## src/rtl/dtg_pkg.sv

```systemverilog
package dtg_pkg;

  typedef enum logic [1:0] {
    SRC_EXT   = 2'b00,
    SRC_TIMER = 2'b01,
    SRC_SOFT  = 2'b10,
    SRC_OFF   = 2'b11
  } trig_src_e;

  // Saturate a requested period at the ceiling.
  function automatic logic [63:0] dtg_clamp(input logic [63:0] req,
                                            input logic [63:0] ceil);
    return (req > ceil) ? ceil : req;
  endfunction

  // Dwell interval in clock cycles for a stored period.
  function automatic logic [63:0] dtg_interval(input logic [63:0] period,
                                               input logic [63:0] div);
    return (period + 64'd1) * div;
  endfunction

endpackage

```

## src/rtl/dtg_us_tick.sv

```systemverilog
module dtg_us_tick #(
  parameter int DIV = 100
) (
  input  logic clk,
  input  logic rst_n,
  input  logic clr,
  output logic tick
);
  localparam int CW = (DIV > 2) ? $clog2(DIV) : 1;
  localparam logic [CW-1:0] LAST = CW'(DIV - 1);

  logic [CW-1:0] div_cnt;

  assign tick = (div_cnt == LAST);

  always_ff @(posedge clk or negedge rst_n) begin
    if (!rst_n)       div_cnt <= '0;
    else if (clr)     div_cnt <= '0;
    else if (tick)    div_cnt <= '0;
    else              div_cnt <= div_cnt + CW'(1);
  end


  div_range_chk: assert property (@(posedge clk) disable iff (!rst_n)
    div_cnt <= LAST);


  tick_gap_chk: assert property (@(posedge clk) disable iff (!rst_n)
    tick |=> !tick);

endmodule

```

## src/rtl/dtg_dwell_timer.sv

```systemverilog
module dtg_dwell_timer
  import dtg_pkg::*;
#(
  parameter int               PERIOD_W   = 32,
  parameter logic [PERIOD_W-1:0] PERIOD_MAX = PERIOD_W'(64'd3999999999)
) (
  input  logic                clk,
  input  logic                rst_n,
  input  logic                en,
  input  logic                tick,
  input  logic                wr,
  input  logic [PERIOD_W-1:0] wdata,
  output logic                restart,
  output logic                expire
);
  logic [PERIOD_W-1:0] period_q;
  logic [PERIOD_W-1:0] us_cnt;
  logic                en_q;
  logic                at_end;

  assign restart = (en && !en_q) || wr;
  assign at_end  = (us_cnt == period_q);
  assign expire  = en && !restart && tick && at_end;

  always_ff @(posedge clk or negedge rst_n) begin
    if (!rst_n) begin
      period_q <= '0;
      en_q     <= 1'b0;
    end else begin
      en_q <= en;
      if (wr)
        period_q <= PERIOD_W'(dtg_clamp(64'(wdata), 64'(PERIOD_MAX)));
    end
  end

  always_ff @(posedge clk or negedge rst_n) begin
    if (!rst_n)              us_cnt <= '0;
    else if (!en || restart) us_cnt <= '0;
    else if (tick)           us_cnt <= at_end ? '0 : us_cnt + PERIOD_W'(1);
  end


  period_clamp_chk: assert property (@(posedge clk) disable iff (!rst_n)
    period_q <= PERIOD_MAX);


  cnt_bound_chk: assert property (@(posedge clk) disable iff (!rst_n)
    us_cnt <= period_q);


  restart_clear_chk: assert property (@(posedge clk) disable iff (!rst_n)
    restart |=> (us_cnt == '0));

endmodule

```

## src/rtl/dtg_ext_edge.sv

```systemverilog
module dtg_ext_edge #(
  parameter int STAGES = 2
) (
  input  logic clk,
  input  logic rst_n,
  input  logic line_in,
  output logic rise
);
  logic [STAGES-1:0] sync_q;
  logic              prev_q;

  always_ff @(posedge clk or negedge rst_n) begin
    if (!rst_n) begin
      sync_q <= '0;
      prev_q <= 1'b0;
    end else begin
      sync_q <= {sync_q[STAGES-2:0], line_in};
      prev_q <= sync_q[STAGES-1];
    end
  end

  assign rise = sync_q[STAGES-1] && !prev_q;


  ext_once_chk: assert property (@(posedge clk) disable iff (!rst_n)
    rise |=> !rise);

endmodule

```

## src/rtl/dwell_trig_gen.sv

```systemverilog
module dwell_trig_gen
  import dtg_pkg::*;
#(
  parameter int                  TICK_DIV    = 100,
  parameter int                  PERIOD_W    = 32,
  parameter logic [PERIOD_W-1:0] PERIOD_MAX  = PERIOD_W'(64'd3999999999),
  parameter int                  SYNC_STAGES = 2,
  parameter int                  TAG_W       = 64,
  parameter logic [TAG_W-1:0]    TAG_INIT    = '0
) (
  input  logic                clk,
  input  logic                rst_n,
  input  logic [1:0]          src_sel,
  input  logic                ext_trig_in,
  input  logic                sw_trig_wr,
  input  logic                period_wr,
  input  logic [PERIOD_W-1:0] period_wdata,
  input  logic                tag_wide,
  input  logic                busy_in,
  output logic                trig_out,
  output logic [TAG_W-1:0]    tag_out
);
  localparam int HALF = TAG_W / 2;

  trig_src_e  src;
  logic       sel_ext, sel_tmr, sel_sw;
  logic       ext_rise;
  logic       us_tick;
  logic       tmr_restart;
  logic       tmr_expire;
  logic       cand;
  logic       fire;
  logic [TAG_W-1:0] tag_cnt;

  assign src     = trig_src_e'(src_sel);
  assign sel_ext = (src == SRC_EXT);
  assign sel_tmr = (src == SRC_TIMER);
  assign sel_sw  = (src == SRC_SOFT);

  dtg_ext_edge #(.STAGES(SYNC_STAGES)) u_edge (
    .clk     (clk),
    .rst_n   (rst_n),
    .line_in (ext_trig_in),
    .rise    (ext_rise)
  );

  dtg_us_tick #(.DIV(TICK_DIV)) u_tick (
    .clk   (clk),
    .rst_n (rst_n),
    .clr   (tmr_restart),
    .tick  (us_tick)
  );

  dtg_dwell_timer #(.PERIOD_W(PERIOD_W), .PERIOD_MAX(PERIOD_MAX)) u_timer (
    .clk     (clk),
    .rst_n   (rst_n),
    .en      (sel_tmr),
    .tick    (us_tick),
    .wr      (period_wr),
    .wdata   (period_wdata),
    .restart (tmr_restart),
    .expire  (tmr_expire)
  );

  assign cand = (sel_ext && ext_rise) || tmr_expire || (sel_sw && sw_trig_wr);
  assign fire = cand && !busy_in;

  always_ff @(posedge clk or negedge rst_n) begin
    if (!rst_n) tag_cnt <= TAG_INIT;
    else        tag_cnt <= tag_cnt + TAG_W'(1);
  end

  always_ff @(posedge clk or negedge rst_n) begin
    if (!rst_n) begin
      trig_out <= 1'b0;
      tag_out  <= '0;
    end else begin
      trig_out <= fire;
      if (fire)
        tag_out <= tag_wide ? tag_cnt : {{(TAG_W-HALF){1'b0}}, tag_cnt[HALF-1:0]};
    end
  end


  busy_drop_chk: assert property (@(posedge clk) disable iff (!rst_n)
    busy_in |=> !trig_out);


  ext_follow_chk: assert property (@(posedge clk) disable iff (!rst_n)
    (sel_ext && ext_rise && !busy_in) |=> trig_out);


  timer_gate_chk: assert property (@(posedge clk) disable iff (!rst_n)
    !sel_tmr |-> !tmr_expire);


  narrow_tag_chk: assert property (@(posedge clk) disable iff (!rst_n)
    (trig_out && !$past(tag_wide)) |-> (tag_out[TAG_W-1:HALF] == '0));

endmodule

```

## config.mk

```make
export PLATFORM = sky130hd
export DESIGN_NAME = dwell_trig_gen
export DESIGN_NICKNAME = d
export VERILOG_FILES = /design/src/rtl/dtg_pkg.sv /design/src/rtl/dtg_us_tick.sv /design/src/rtl/dtg_dwell_timer.sv /design/src/rtl/dtg_ext_edge.sv /design/src/rtl/dwell_trig_gen.sv
export SDC_FILE = /design/constraint.sdc
export NUM_CORES = 1
export LEC_CHECK = 0
export ABC_AREA = 1
export BUFFER_PORTS_ARGS = -buffer_cell sky130_fd_sc_hd__buf_2
export CORE_UTILIZATION = 37
export CTS_BUF_LIST = sky130_fd_sc_hd__clkbuf_8
export CTS_CLUSTER_SIZE = 20
export DETAILED_ROUTE_END_ITERATION = 8
export GPL_ROUTABILITY_DRIVEN = 0
export HOLD_SLACK_MARGIN = 0.08
export PLACE_DENSITY = 0.55
export SLEW_MARGIN = 5
export SYNTH_ARGS = -nofsm -noshare
export SYNTH_HDL_FRONTEND = slang
export SYNTH_HIERARCHICAL = 1
export SYNTH_SLANG_ARGS = --single-unit
```

## constraint.sdc

```tcl
create_clock -name clk -period 2.7 [get_ports clk]
set_input_delay 0.54 -clock clk [delete_from_list [all_inputs] [get_ports clk]]
set_output_delay 0.54 -clock clk [all_outputs]
set_load 0.01 [all_outputs]
```

==> After elaboration in Yosys (flattened, before gate mapping) <==
Cells that the tools add are included.
{ "op_classes": {"addsub": 3, "mul": 0, "div": 0, "order_cmp": 1, "eq_ne": 4, "n_shift": 0, "n_mux": 7, "bitwise_logic": 0, "reduce_logical": 19} }
{ "op_table": {"columns": ["cell", "n"], "rows": [
  ["$mux 32", 4],
  ["$add 64x1->64 const B", 1],
  ["$mux 64", 1],
  ["$add 32x1->32 const B", 1],
  ["$eq 32x32->1", 1],
  ["$gt 32x32->1 const B", 1],
  ["$mux 7", 2],
  ["$logic_and 1x1->1", 8],
  ["$add 7x1->7 const B", 1],
  ["$eq 7x7->1 const B", 1],
  ["$logic_not 1->1", 5],
  ["$logic_or 1x1->1", 4],
  ["$eq 2x1->1 const B", 1],
  ["$eq 2x2->1 const B", 1],
  ["$logic_not 2->1", 1],
  ["$reduce_bool 2->1", 1]
]} }
{ "totals": {"reg_bits": 204, "latch_bits": 0, "ramBits": 0, "romBits": 0, "inputBits": 41, "out_inout_bits": 65, "elab_cells": 43, "memories": 0} }

==> Logic depth before layout (Yosys ltp) <==
Gate-level depths: netlist of run 1.
{ "logic_depth": {"depth_word": 10, "mapped_depth": 17} }

==> By module <==
The synthesis of run 1 kept the hierarchy.
{ "modules_own_cells": {"columns": ["mod", "n_inst", "cells_per_inst", "area_per_inst_um2", "seq_area_each_um2"], "rows": [
  ["dwell_trig_gen", 1, 799, 6138.4, 3228.1],
  ["dtg_dwell_timer", 1, 555, 4152.7, 1626.6],
  ["dtg_us_tick", 1, 44, 354.1, 175.2],
  ["dtg_ext_edge", 1, 5, 85.1, 75.1]
]} }

==> Worst setup path before layout of run 1 <==
No wires, ideal clock.
{ "synth_path": {"kind": "reg2reg", "from": "reg u_timer.us_cnt[19]", "to": "reg tag_out[13]", "setup_time_ps": 65, "arrival_time_ps": 1858, "required_ps": 2635, "setup_slack_ps": 777, "stages_incl_launch_ff": 17, "period_less_slack_ps": 1923, "path_cell_list": "dfrtp_1 > inv_1 > nand2_1 > nand2_1 > nand2_1 > nor2_1 > nand2_1 > nor2_1 > nand2_4 > nor2_1 > a21oi_1 > nand2_1 > nand2_1 > inv_1 > clkbuf_1 > nand2_1 > nand2_1"} }
{ "synth_between": {"elab_chain_cells": 5} }
{ "synth_rtl": {"columns": ["item", "line_no", "rtl"], "rows": [
  ["start: declaration", "dtg_dwell_timer.sv:17", "logic [PERIOD_W-1:0] us_cnt;"],
  ["start signal: assignment", "dtg_dwell_timer.sv:39", "else if (tick) us_cnt <= at_end ? '0 : us_cnt + PERIOD_W'(1);"],
  ["$eq 32x32->1", "dtg_dwell_timer.sv:22", "assign at_end = (us_cnt == period_q);"],
  ["$logic_and 1x1->1", "dtg_dwell_timer.sv:23", "assign expire = en && !restart && tick && at_end;"],
  ["via tmr_expire", "dwell_trig_gen.sv:30", "logic tmr_expire;"],
  ["$logic_or 1x1->1 (2 in series)", "dwell_trig_gen.sv:65", "assign cand = (sel_ext && ext_rise) || tmr_expire || (sel_sw && sw_trig_wr);"],
  ["$logic_and 1x1->1", "dwell_trig_gen.sv:66", "assign fire = cand && !busy_in;"],
  ["end signal: assignment", "dwell_trig_gen.sv:80", "tag_out <= tag_wide ? tag_cnt : {{(TAG_W-HALF){1'b0}}, tag_cnt[HALF-1:0]};"],
  ["end: declaration", "dwell_trig_gen.sv:21", "output logic [TAG_W-1:0] tag_out"]
]} }
The timed path passes the listed nets, and every way through them passes these cells.
A chain may end at the register's enable or synchronous reset.

==> Worst setup path after layout of run 1 <==
{ "layout_path": {"from": "reg u_timer.us_cnt[19]", "to": "reg tag_out[43]"} }
The elaborated chain is that of the path after synthesis.

==> results of run 1 <==
layout by cell type, fill, tap and decap left out, drive strengths merged, types with 7 or more instances in the layout:
cell type / instances
nand2: 553
clkinv: 7
xor2: 27
nor3: 11
o21ai: 92
nand3: 39
nor2: 192
nand4: 18
clkbuf: 45
inv: 128
buf: 114
xnor2: 52
or2: 19
o22ai: 23
dfrtp: 204
sequential cells by signal, indices dropped and copies added (netlist names):
signal            flops
u_edge/prev_q         1
trig_out              1
tag_out              64
u_timer/period_q     32
u_tick/div_cnt        7
tag_cnt              64
u_timer/en_q          1
u_timer/us_cnt       32
u_edge/sync_q         2
final cells by class:
type                    instances  area (sq um)
repair buffers                116           657
inverters                     120           450
flip-flops and latches        204          5100
fillers                      2921         15800
clock buffers                  44           606
well taps                     378           473
clock inverters                18           114
multi-input cells            1040          4960
cell families after synthesis:
group                      after synthesis  synth area share (%)
buffers and inverters                  159                  6.26
and+or+nand+nor                        839                  32.8
AOI/OAI and AO/OA                      119                  6.54
xor gates and xnor gates                79                  6.45
adders and majority gates                3                 0.350
DFF                                    204                  47.6
stage by stage:
stage	total power, uW	worst slack [ps]	util, %	hold WS (ps)
2_1_floorplan	3410	777	-	244
3_3_place_gp	3590	541	41.3	342
3_5_place_dp	3600	514	41.3	345
4_1_cts	6560	508	43.9	84.8
5_1_grt	6740	283	43.9	86.3
6_report	6450	508	43.9	116
path summary, 6_finish.rpt:
kind / start / to / slack, ps
setup / recovery: u_timer/us_cnt[19] / tag_out[43] / 510
setup reg to reg: u_timer/us_cnt[19] / tag_out[43] / 510
min in group asynchronous: rst_n / u_tick/div_cnt[1] / 590
max in group asynchronous: rst_n / tag_cnt[51] / 1420
hold reg to reg: u_edge/sync_q[0] / u_edge/sync_q[1] / 350
hold / removal: ext_trig_in / u_edge/sync_q[0] / 120
report_power, final:
group          switching [uW]  internal (uW)  total [uW]
registers                50.6           3130        3180
logic                     220            134         355
clock network            1340           1580        2910
total                    1610           4840        6450
worst max-delay path: stages (launching register included):
cell and delay, ps:
dfrtp_1 400, inv_1 160, nand2_1 70, nand2_1 60
nand2_1 50, nor2_1 100, nand2_1 70, nor2_1 250
nand2_4 120, nor2_1 120, a21oi_1 50, nand2_1 70
nand2_2 60, buf_4 260, nand2_1 100, o21ai_0 90
what timing repair did:
item / CTS / global route
hold buffers: 1 / 0
endpoints found under the hold margin: 63 / 0
endpoints found under the setup margin: 0 / 0
routing by layer:
metal | share of wire (%) | vias to the layer above
li1 | - | 4590
met4 | 2.3 | 0
met3 | 3.3 | 58
met1 | 46 | 4171
met2 | 49 | 162
met5 | 0 | -
==> impl_metrics.xml, run 1 <==
<?xml version="1.0" encoding="UTF-8"?>
<metrics>
  <group name="layout">
    <metric name="antenna-diode-count" unit="">0</metric>
    <metric name="post_route_non_filler_standard_cell_count" unit="">1920</metric>
    <metric name="post_route_standard_cell_area_excluding_fillers" unit="sq mm">0.0124</metric>
    <metric name="nets" unit="">1563</metric>
    <metric name="final_layout_size_suffix_gt1_share" unit="%">16.3</metric>
    <metric name="layout-area-overhead-vs-synth" unit="%">15.2</metric>
  </group>
  <group name="floorplan">
    <metric name="placementRows" unit="">61</metric>
    <metric name="chipHeight" unit="microns">172</metric>
    <metric name="die_width" unit="microns">172</metric>
    <metric name="design.die.area" unit="sq mm">0.0297</metric>
    <metric name="core_area" unit="sq mm">0.0282</metric>
    <metric name="initial_core_util" unit="%">38.1</metric>
    <metric name="ios" unit="">106</metric>
  </group>
  <group name="critical_path">
    <metric name="cp-start-kind" unit="">flop</metric>
    <metric name="timing.critical_path.arrival" unit="ps">2590</metric>
    <metric name="worst_ep_required_time" unit="ps">3100</metric>
    <metric name="worstPathMaxFanout" unit="">48</metric>
    <metric name="critical_path_class" unit="">flop to flop</metric>
    <metric name="rr_worst_depth" unit="">15</metric>
    <metric name="critPathCaptureType" unit="">flop</metric>
  </group>
  <group name="synthesis">
    <metric name="total_of_flip_flops_plus_latches_after_synthesis" unit="">204</metric>
    <metric name="synth-seq-area-share" unit="%">47.6</metric>
    <metric name="synth_largest_type_area_fraction" unit="%">47.6</metric>
    <metric name="yosys_warnings" unit="">6</metric>
    <metric name="post_synth_instance_area" unit="sq mm">0.0107</metric>
    <metric name="synthesis.area_per_instance" unit="sq um">7.65</metric>
    <metric name="yosys.cell_types.count" unit="">37</metric>
    <metric name="ys_dominant_reg_cell" unit="">dfrtp_1</metric>
    <metric name="postSynth.asyncResetShare" unit="%">100</metric>
    <metric name="yosys.cell_count.top_type" unit="">nand2_1</metric>
    <metric name="synth_cells" unit="">1403</metric>
    <metric name="netlist_top_cells_area" unit="">dfrtp_1 (48%), nand2_1 (19%), nor2_1 (5.9%)</metric>
    <metric name="synth.largest_area_cell" unit="">dfrtp_1</metric>
    <metric name="mappedNetlistNets" unit="">1447</metric>
    <metric name="synth_enable_flop_cells" unit="">0</metric>
    <metric name="synth.top_cells.by_count" unit="">nand2_1 (536), dfrtp_1 (204), nor2_1 (170)</metric>
  </group>
  <group name="clocking">
    <metric name="post_cts_buffers" unit="">0</metric>
    <metric name="total_cts_buffers" unit="">37</metric>
    <metric name="cts.clk_slew.worst_paths" unit="ps">60</metric>
    <metric name="numClockSinks" unit="">204</metric>
    <metric name="clock_path_buffers" unit="">3</metric>
    <metric name="cts_tree" unit="">yes</metric>
    <metric name="ctsRootBufferMaster" unit="">clkbuf_8</metric>
    <metric name="clock_insertion_delay_worst_skew" unit="ps">550</metric>
    <metric name="cts-resized-gates" unit="">0</metric>
    <metric name="cts_max_level" unit="">2</metric>
  </group>
  <group name="grt">
    <metric name="maximum_number_of_pins_on_one_net_before_global_route_repair" unit="">67</metric>
    <metric name="antenna_violations_before_repair" unit="">0</metric>
    <metric name="grt_most_used_layer" unit="">met2</metric>
    <metric name="grt_util_met2" unit="%">33.9</metric>
    <metric name="grt_pass1_vias" unit="">8735</metric>
    <metric name="first_pass_grt_wire_length" unit="mm">45.1</metric>
    <metric name="aggregate_global_route_resource_usage" unit="%">19.4</metric>
    <metric name="met1_usage" unit="%">24.7</metric>
    <metric name="grt_overflow" unit="">0</metric>
    <metric name="grt.met3_usage" unit="%">2.86</metric>
  </group>
  <group name="timing">
    <metric name="finalHoldViolCount" unit="">0</metric>
    <metric name="worst_skew" unit="ps">20.2</metric>
    <metric name="slew_headroom" unit="%">61.5</metric>
    <metric name="worst_pin_slew" unit="ps">571</metric>
    <metric name="finalSetupViolCount" unit="">0</metric>
    <metric name="finalMaxSlewViolations" unit="">0</metric>
    <metric name="totalNegativeSetupSlack" unit="ps">0</metric>
    <metric name="max_freq" unit="MHz">456</metric>
    <metric name="period_share" unit="%">81.2</metric>
    <metric name="period_needed" unit="ps">2190</metric>
    <metric name="grt_setup_unrepaired" unit="">false</metric>
  </group>
  <group name="power_and_ir_drop">
    <metric name="worst_ir_drop_vdd" unit="V">0.000252</metric>
    <metric name="power_density" unit="mW/mm^2">522</metric>
    <metric name="leakagePower" unit="uW">0.00576</metric>
  </group>
  <group name="hold_path">
    <metric name="min_path_cells" unit="">1</metric>
    <metric name="worstHoldPathType" unit="">input port to flop</metric>
  </group>
  <group name="drt">
    <metric name="drt_drc_violations_left" unit="">0</metric>
    <metric name="vias" unit="">8981</metric>
    <metric name="initialDrtViolationCount" unit="">516</metric>
    <metric name="postRouteAntennaNets" unit="">0</metric>
    <metric name="drt-wirelength-per-cell" unit="microns">14.5</metric>
    <metric name="viasPerCell" unit="">4.68</metric>
    <metric name="drt_pre_antenna_iters" unit="">5</metric>
    <metric name="wirelength" unit="mm">27.9</metric>
  </group>
  <group name="job">
    <metric name="drv.max_cap_violation_count" unit="">0</metric>
  </group>
  <group name="place">
    <metric name="place_hpwl" unit="mm">20.5</metric>
    <metric name="port_buffers" unit="">105</metric>
    <metric name="post_dp_cell_area" unit="sq mm">0.0116</metric>
    <metric name="placed_cells" unit="">1857</metric>
  </group>
  <group name="outcome">
    <metric name="run_status" unit="">completed</metric>
  </group>
</metrics>
(Power assumes the default switching activity.)
==> run 2: changes to the inputs <==
--- a/config.mk
+++ b/config.mk
@@ -5,7 +5,7 @@
 export SDC_FILE = /design/constraint.sdc
 export NUM_CORES = 1
 export LEC_CHECK = 0
-export ABC_AREA = 1
+export ABC_AREA = 0
 export BUFFER_PORTS_ARGS = -buffer_cell sky130_fd_sc_hd__buf_2
 export CORE_UTILIZATION = 37
 export CTS_BUF_LIST = sky130_fd_sc_hd__clkbuf_8
@@ -13,7 +13,7 @@
 export DETAILED_ROUTE_END_ITERATION = 8
 export GPL_ROUTABILITY_DRIVEN = 0
 export HOLD_SLACK_MARGIN = 0.08
-export PLACE_DENSITY = 0.55
+export PLACE_DENSITY = 0.58
 export SLEW_MARGIN = 5
 export SYNTH_ARGS = -nofsm -noshare
 export SYNTH_HDL_FRONTEND = slang
==> constraint.sdc (replaced) <==
create_clock -name clk -period 1.8 [get_ports clk]
set_input_delay 0.36 -clock clk [delete_from_list [all_inputs] [get_ports clk]]
set_output_delay 0.36 -clock clk [all_outputs]
set_load 0.01 [all_outputs]
==> impl_metrics.xml, run 2 <==
<?xml version="1.0" encoding="UTF-8"?>
<metrics>
  <group name="outcome">
    <metric name="run_status" unit="">finished with violations</metric>
    <metric name="violations" unit="">setup timing</metric>
  </group>
  <group name="timing">
    <metric name="worst_pin_slew" unit="ps">592</metric>
    <metric name="grt_setup_unrepaired" unit="">true</metric>
    <metric name="hold_ws" unit="ps">98.1</metric>
    <metric name="finalSetupViolCount" unit="">97</metric>
    <metric name="max_freq" unit="MHz">444</metric>
    <metric name="period_needed" unit="ps">2250</metric>
    <metric name="worst_skew" unit="ps">36.8</metric>
    <metric name="finalHoldViolCount" unit="">0</metric>
    <metric name="slew_headroom" unit="%">60.5</metric>
    <metric name="final_critical_path_setup_slack" unit="ps">-450</metric>
    <metric name="finalMaxSlewViolations" unit="">0</metric>
    <metric name="period_share" unit="%">125</metric>
  </group>
  <group name="synthesis">
    <metric name="synth.largest_area_cell" unit="">dfrtp_1</metric>
    <metric name="yosys.cell_types.count" unit="">62</metric>
    <metric name="total_of_flip_flops_plus_latches_after_synthesis" unit="">204</metric>
    <metric name="synth_enable_flop_cells" unit="">0</metric>
    <metric name="synth_cells" unit="">872</metric>
    <metric name="ys_dominant_reg_cell" unit="">dfrtp_1</metric>
    <metric name="synth_largest_type_area_fraction" unit="%">54.2</metric>
    <metric name="post_synth_instance_area" unit="sq mm">0.00942</metric>
    <metric name="postSynth.asyncResetShare" unit="%">100</metric>
    <metric name="yosys_warnings" unit="">6</metric>
    <metric name="mappedNetlistNets" unit="">916</metric>
    <metric name="synth-seq-area-share" unit="%">54.2</metric>
    <metric name="synth.top_cells.by_count" unit="">dfrtp_1 (204), nand2_1 (131), nand3_1 (64)</metric>
    <metric name="yosys.cell_count.top_type" unit="">dfrtp_1</metric>
    <metric name="netlist_top_cells_area" unit="">dfrtp_1 (54%), xnor2_1 (5.6%), nand2_1 (5.2%)</metric>
    <metric name="synthesis.area_per_instance" unit="sq um">10.8</metric>
  </group>
  <group name="grt">
    <metric name="antenna_violations_before_repair" unit="">0</metric>
    <metric name="first_pass_grt_wire_length" unit="mm">39.9</metric>
    <metric name="aggregate_global_route_resource_usage" unit="%">19.2</metric>
    <metric name="grt_pass1_vias" unit="">7808</metric>
    <metric name="grt_overflow" unit="">0</metric>
    <metric name="maximum_number_of_pins_on_one_net_before_global_route_repair" unit="">59</metric>
  </group>
  <group name="clocking">
    <metric name="ctsRootBufferMaster" unit="">clkbuf_8</metric>
    <metric name="cts_max_level" unit="">2</metric>
    <metric name="clock_insertion_delay_worst_skew" unit="ps">550</metric>
    <metric name="total_cts_buffers" unit="">38</metric>
    <metric name="cts.clk_slew.worst_paths" unit="ps">60</metric>
    <metric name="cts_tree" unit="">yes</metric>
    <metric name="numClockSinks" unit="">204</metric>
    <metric name="clock_path_buffers" unit="">3</metric>
  </group>
  <group name="layout">
    <metric name="regArea" unit="sq mm">0.00511</metric>
    <metric name="nets" unit="">1244</metric>
    <metric name="top_regs" unit="">tag_cnt x64, tag_out x64</metric>
    <metric name="multi_input_area" unit="sq mm">0.00466</metric>
    <metric name="final_cell_mix" unit="">dfrtp_1 (203), buf_4 (167), nand2_1 (122), buf_2 (104), xnor2_1 (55)</metric>
    <metric name="layout-area-overhead-vs-synth" unit="%">44.8</metric>
    <metric name="final_layout_size_suffix_gt1_share" unit="%">42.1</metric>
    <metric name="final_core_density" unit="%">54.3</metric>
    <metric name="layout.cells.most_common" unit="">dfrtp_1</metric>
    <metric name="antenna-diode-count" unit="">0</metric>
    <metric name="fillCellCount" unit="">2245</metric>
  </group>
  <group name="critical_path">
    <metric name="critical_path_class" unit="">flop to flop</metric>
    <metric name="crit-reg2reg-capture" unit="">tag_out[13]</metric>
    <metric name="rr_worst_depth" unit="">8</metric>
    <metric name="timing.critical_path.arrival" unit="ps">2670</metric>
    <metric name="cp-start-kind" unit="">flop</metric>
    <metric name="critPathMaxStageDelay" unit="ps">390</metric>
    <metric name="worst_flop_to_flop_path_startpoint" unit="">u_timer/period_q[8]</metric>
    <metric name="critPathTopFamily" unit="">simple AND/OR/NAND/NOR gates</metric>
    <metric name="path_buf_inv" unit="">1</metric>
    <metric name="worst_ep_required_time" unit="ps">2220</metric>
    <metric name="critPathCaptureType" unit="">flop</metric>
    <metric name="path_cells" unit="">xnor2_1 -&gt; nand4_1 -&gt; nor4_4 -&gt; nand3_2 -&gt; nor2_4 -&gt; o21bai_4 -&gt; buf_12 -&gt; mux2_2</metric>
    <metric name="path_depth" unit="">8</metric>
    <metric name="regToRegSetupSlack" unit="ps">-450</metric>
    <metric name="critPathLaunch" unit="">u_timer/period_q[8]</metric>
    <metric name="cp-endpoint" unit="">tag_out[13]</metric>
    <metric name="critical_path.slowest_cell" unit="">dfrtp_1</metric>
    <metric name="worstPathMaxFanout" unit="">29</metric>
  </group>
  <group name="drt">
    <metric name="initialDrtViolationCount" unit="">427</metric>
    <metric name="drt_drc_violations_left" unit="">0</metric>
    <metric name="wirelength" unit="mm">25.1</metric>
    <metric name="vias" unit="">7754</metric>
    <metric name="drt_pre_antenna_iters" unit="">6</metric>
    <metric name="postRouteAntennaNets" unit="">0</metric>
    <metric name="drt-wirelength-per-cell" unit="microns">16.1</metric>
    <metric name="viasPerCell" unit="">4.98</metric>
  </group>
  <group name="place">
    <metric name="pre_cts_slack" unit="ps">-542</metric>
    <metric name="port_buffers" unit="">105</metric>
    <metric name="place_hpwl" unit="mm">16.5</metric>
  </group>
  <group name="floorplan">
    <metric name="ios" unit="">106</metric>
    <metric name="placementRows" unit="">58</metric>
    <metric name="design.die.area" unit="sq mm">0.0261</metric>
    <metric name="chipHeight" unit="microns">162</metric>
    <metric name="core_area" unit="sq mm">0.0251</metric>
    <metric name="die_width" unit="microns">162</metric>
    <metric name="initial_core_util" unit="%">37.5</metric>
  </group>
  <group name="power_and_ir_drop">
    <metric name="leakagePower" unit="uW">0.00667</metric>
    <metric name="power_density" unit="mW/mm^2">751</metric>
    <metric name="worst_ir_drop_vdd" unit="V">0.000789</metric>
  </group>
  <group name="hold_path">
    <metric name="worstHoldPathType" unit="">input port to flop</metric>
  </group>
  <group name="job">
    <metric name="drv.max_cap_violation_count" unit="">0</metric>
  </group>
</metrics>
run 2: layout make-up:
cell class | instances | area share, %
Tap cell | 330 | 3.03
Timing Repair Buffer | 326 | 18.8
Clock inverter | 19 | 1.12
Sequential cell | 204 | 37.4
Multi-Input combinational cell | 609 | 34.1
Inverter | 21 | 0.578
Clock buffer | 49 | 4.94
run 2: how the worst min path moves through the flow:
stage,startpoint,endpoint,cells past startpoint
floorplan,rst_n,tag_cnt[0],0
global placement,u_edge/sync_q[0],u_edge/sync_q[1],0
detailed placement,u_edge/sync_q[0],u_edge/sync_q[1],0
CTS,period_wdata[24],u_timer/period_q[24],3
global route,period_wdata[30],u_timer/period_q[30],2
finish,period_wdata[7],u_timer/period_q[7],2
run 2: logic make-up (layout without fill, tap and decap cells):
group           after synthesis  after routing  synth area share (%)
xor+xnor                     97             97                  9.02
simple gates                352            353                  20.1
fa+ha+maj                     3              3                 0.398
compound gates              123            123                  9.04
mux                          33             33                  3.92
buf+inv                      60            415                  3.37
flops                       204            204                  54.2
run 2: worst register-to-register path: stages (launching register included):
cell and delay, ps:
dfrtp_1 390, xnor2_1 190, nand4_1 250, nor4_4 390, nand3_2 210, nor2_4 150, o21bai_4 90, buf_12 180
mux2_2 300
run 2: repair_timing:
action,CTS,global route
gates cloned,4,3
setup endpoints to repair,115,140
hold endpoints to repair,68,0
pin swaps,54,21
setup buffers,14,14
hold buffers,19,0
resized for setup,82,88
run 2: power breakdown:
group	switching (uW)	total, uW	internal [uW]
registers	80.5	4770	4690
clock network	2060	4820	2760
logic	333	661	328
run 2: routing by layer:
metal,vias to the layer above,share of wire [%],GRT usage [%]
met5,-,0,0
met4,0,2.1,5.96
li1,3730,-,-
met2,158,49,31.8
met1,3816,45,25.6
met3,50,3.9,3.39
run 2: metrics by stage:
step | cell area [sq um] | TNS, ps | total power (uW) | cells
2_1_floorplan | 9530 | -6790 | 5100 | 872
6_report | 13600 | -36770 | 10300 | 1558
5_1_grt | 13600 | -42850 | 10700 | 1558
3_5_place_dp | 11600 | -45270 | 5460 | 1437
4_1_cts | 13100 | -28840 | 10400 | 1542
3_3_place_gp | 11600 | -43140 | 5450 | 1437
==> run 3: changes to the inputs <==
--- a/config.mk
+++ b/config.mk
@@ -7,6 +7,7 @@
 export LEC_CHECK = 0
 export ABC_AREA = 0
 export BUFFER_PORTS_ARGS = -buffer_cell sky130_fd_sc_hd__buf_2
+export CORE_MARGIN = 2
 export CORE_UTILIZATION = 37
 export CTS_BUF_LIST = sky130_fd_sc_hd__clkbuf_8
 export CTS_CLUSTER_SIZE = 20
@@ -14,6 +15,7 @@
 export GPL_ROUTABILITY_DRIVEN = 0
 export HOLD_SLACK_MARGIN = 0.08
 export PLACE_DENSITY = 0.58
+export REMOVE_ABC_BUFFERS = 1
 export SLEW_MARGIN = 5
 export SYNTH_ARGS = -nofsm -noshare
 export SYNTH_HDL_FRONTEND = slang
==> impl_metrics.xml, run 3 (same netlist as run 2, synthesis figures left out) <==
<?xml version="1.0" encoding="UTF-8"?>
<metrics>
  <group name="timing">
    <metric name="finalHoldViolCount" unit="">0</metric>
    <metric name="slew_headroom" unit="%">62.5</metric>
    <metric name="worst_pin_slew" unit="ps">562</metric>
    <metric name="grt_setup_unrepaired" unit="">true</metric>
    <metric name="period_needed" unit="ps">2230</metric>
    <metric name="worst_skew" unit="ps">32.3</metric>
    <metric name="hold_ws" unit="ps">101</metric>
    <metric name="finalMaxSlewViolations" unit="">0</metric>
    <metric name="period_share" unit="%">124</metric>
    <metric name="max_freq" unit="MHz">448</metric>
    <metric name="final_critical_path_setup_slack" unit="ps">-434</metric>
    <metric name="finalSetupViolCount" unit="">98</metric>
  </group>
  <group name="hold_path">
    <metric name="hold_path.startpoint" unit="">period_wdata[3]</metric>
    <metric name="worstHoldEndpoint" unit="">u_timer/period_q[3]</metric>
    <metric name="min_path_cells" unit="">2</metric>
    <metric name="worstHoldPathType" unit="">input port to flop</metric>
  </group>
  <group name="critical_path">
    <metric name="worst_flop_to_flop_path_startpoint" unit="">u_timer/period_q[3]</metric>
    <metric name="rr_worst_depth" unit="">10</metric>
    <metric name="critical_path_class" unit="">flop to flop</metric>
    <metric name="worstPathMaxFanout" unit="">8</metric>
    <metric name="timing.critical_path.arrival" unit="ps">2630</metric>
    <metric name="path_buf_inv" unit="">4</metric>
    <metric name="critPathCaptureType" unit="">flop</metric>
    <metric name="critPathMostFrequentCell" unit="">buf_4</metric>
    <metric name="crit-reg2reg-capture" unit="">u_timer/us_cnt[31]</metric>
    <metric name="path_depth" unit="">10</metric>
    <metric name="path_cells" unit="">xnor2_1 -&gt; nand4_1 -&gt; nor4_2 -&gt; buf_4 -&gt; buf_4 -&gt; a31oi_2 -&gt; buf_6 -&gt; bufbuf_16 -&gt; nand3_1 -&gt; o311ai_1</metric>
    <metric name="cp-start-kind" unit="">flop</metric>
    <metric name="critical_path.slowest_cell" unit="">dfrtp_1</metric>
    <metric name="critPathTopFamily" unit="">buffers and inverters</metric>
    <metric name="regToRegSetupSlack" unit="ps">-430</metric>
    <metric name="critPathMaxStageDelay" unit="ps">390</metric>
    <metric name="worst_ep_required_time" unit="ps">2190</metric>
  </group>
  <group name="floorplan">
    <metric name="initial_core_util" unit="%">37.5</metric>
    <metric name="design.die.area" unit="sq mm">0.0268</metric>
    <metric name="ios" unit="">106</metric>
    <metric name="chipHeight" unit="microns">164</metric>
    <metric name="core_area" unit="sq mm">0.0251</metric>
    <metric name="placementRows" unit="">58</metric>
    <metric name="die_width" unit="microns">164</metric>
  </group>
  <group name="clocking">
    <metric name="cts.clk_slew.worst_paths" unit="ps">50</metric>
    <metric name="numClockSinks" unit="">204</metric>
    <metric name="cts_max_level" unit="">2</metric>
    <metric name="total_cts_buffers" unit="">37</metric>
    <metric name="ctsRootBufferMaster" unit="">clkbuf_8</metric>
    <metric name="clock_path_buffers" unit="">3</metric>
    <metric name="cts_tree" unit="">yes</metric>
    <metric name="clock_insertion_delay_worst_skew" unit="ps">540</metric>
  </group>
  <group name="power_and_ir_drop">
    <metric name="seq_power_share" unit="%">47.8</metric>
    <metric name="power.share.combinational" unit="%">6.6</metric>
    <metric name="leakagePower" unit="uW">0.00653</metric>
    <metric name="power.share.switching" unit="%">23.8</metric>
    <metric name="power.clock.fraction" unit="%">45.6</metric>
    <metric name="p_int" unit="uW">7590</metric>
    <metric name="worst_ir_drop_vdd" unit="V">0.000597</metric>
    <metric name="netSwitchingPower" unit="uW">2370</metric>
    <metric name="power_density" unit="mW/mm^2">751</metric>
  </group>
  <group name="place">
    <metric name="pre_cts_slack" unit="ps">-588</metric>
    <metric name="port_buffers" unit="">105</metric>
    <metric name="place_hpwl" unit="mm">16.6</metric>
  </group>
  <group name="grt">
    <metric name="aggregate_global_route_resource_usage" unit="%">18.4</metric>
    <metric name="grt_pass1_vias" unit="">7740</metric>
    <metric name="first_pass_grt_wire_length" unit="mm">39.4</metric>
    <metric name="antenna_violations_before_repair" unit="">1</metric>
    <metric name="maximum_number_of_pins_on_one_net_before_global_route_repair" unit="">45</metric>
    <metric name="grt_overflow" unit="">0</metric>
  </group>
  <group name="layout">
    <metric name="nets" unit="">1231</metric>
    <metric name="top_regs" unit="">tag_cnt x64, tag_out x64</metric>
    <metric name="antenna-diode-count" unit="">0</metric>
    <metric name="layout-area-overhead-vs-synth" unit="%">40.8</metric>
    <metric name="final_cell_mix" unit="">dfrtp_1 (203), buf_4 (165), nand2_1 (124), buf_2 (104), xnor2_1 (56)</metric>
    <metric name="layout.cells.most_common" unit="">dfrtp_1</metric>
    <metric name="final_layout_size_suffix_gt1_share" unit="%">40.2</metric>
  </group>
  <group name="drt">
    <metric name="wirelength" unit="mm">25.0</metric>
    <metric name="viasPerCell" unit="">5.01</metric>
    <metric name="drt-wirelength-per-cell" unit="microns">16.2</metric>
    <metric name="drt_pre_antenna_iters" unit="">4</metric>
    <metric name="drt_drc_violations_left" unit="">0</metric>
    <metric name="initialDrtViolationCount" unit="">367</metric>
    <metric name="postRouteAntennaNets" unit="">0</metric>
    <metric name="vias" unit="">7726</metric>
  </group>
  <group name="job">
    <metric name="drv.max_cap_violation_count" unit="">0</metric>
  </group>
  <group name="outcome">
    <metric name="violations" unit="">setup timing</metric>
    <metric name="run_status" unit="">finished with violations</metric>
  </group>
</metrics>
## run 3: cell types whose count changed in the layout (fill, tap and decap cells not counted), moves of 5 or more
| cell | before | now |
|---|---|---|
| dlygate4sd3_1 | 19 | 14 |
| clkinv_2 | 6 | 1 |
| o21ai_1 | 21 | 11 |
| o21ai_2 | 5 | 17 |
| nand3_2 | 17 | 6 |
| nand3_1 | 41 | 54 |
| a21oi_1 | 5 | 10 |
## run 3: cell type report
| class | count | area, sq um |
|---|---|---|
| Clock buffer | 49 | 674 |
| Clock inverter | 14 | 92.6 |
| Fill cell | 2291 | 11800 |
| Inverter | 21 | 78.8 |
| Multi-Input combinational cell | 609 | 4460 |
| Sequential cell | 204 | 5110 |
| Tap cell | 330 | 413 |
| Timing Repair Buffer | 314 | 2440 |
## run 3: worst max path at each step
stage                                    start                  to  slack, ps
after floorplan              u_tick/div_cnt[0]         tag_out[32]      -3250
after global placement       u_timer/us_cnt[6]          tag_out[7]       -610
after detailed placement     u_timer/us_cnt[2]          tag_out[7]       -590
after CTS                  u_timer/period_q[6]         tag_out[10]       -400
after global routing      u_timer/period_q[27]         tag_out[10]       -510
final                      u_timer/period_q[3]  u_timer/us_cnt[31]       -430
## run 3: power by group through the flow
| stage | sequential [uW] | clock [uW] | combinational (uW) |
|---|---|---|---|
| floorplan | 4840 | 0 | 220 |
| global placement | 4840 | 0 | 593 |
| global route | 4770 | 4920 | 725 |
| CTS | 4760 | 4670 | 652 |
| finish | 4760 | 4540 | 657 |
| detailed placement | 4840 | 0 | 598 |
## run 3: per-layer routing
metal / wire length, microns / global-route usage (%) / up-vias
li1: - / - / 3704
met1: 11300 / 25.1 / 3806
met2: 12000 / 30.3 / 176
met3: 1170 / 3.40 / 40
met4: 537 / 5.02 / 0
met5: 0 / 0 / -
## run 3: through the flow
stage          utilization (%)  instances  TNS [ps]  instance area, sq um  total power, uW
6_report                  52.8       1541    -32110                 13300             9960
5_1_grt                   52.8       1541    -40870                 13300            10400
4_1_cts                   50.6       1521    -31050                 12700            10100
3_5_place_dp              45.9       1434    -47190                 11500             5440
3_3_place_gp              45.9       1434    -49980                 11500             5430
2_1_floorplan                -        833   -246230                  9180             5060
## run 3: repair_timing
item	4_1_cts	5_1_grt
gates resized for setup	36	105
pin swaps	12	41
hold endpoints to repair	50	0
hold buffers	14	0
buffers inserted	7	15
gates cloned	3	5
setup endpoints to repair	113	149
## run 3: worst register-to-register path, stage by stage (launching register included)
cell and delay, ps:
dfrtp_1 390, xnor2_1 200, nand4_1 130, nor4_2 370, buf_4 190, buf_4 100
a31oi_2 120, buf_6 180, bufbuf_16 270, nand3_1 80, o311ai_1 100
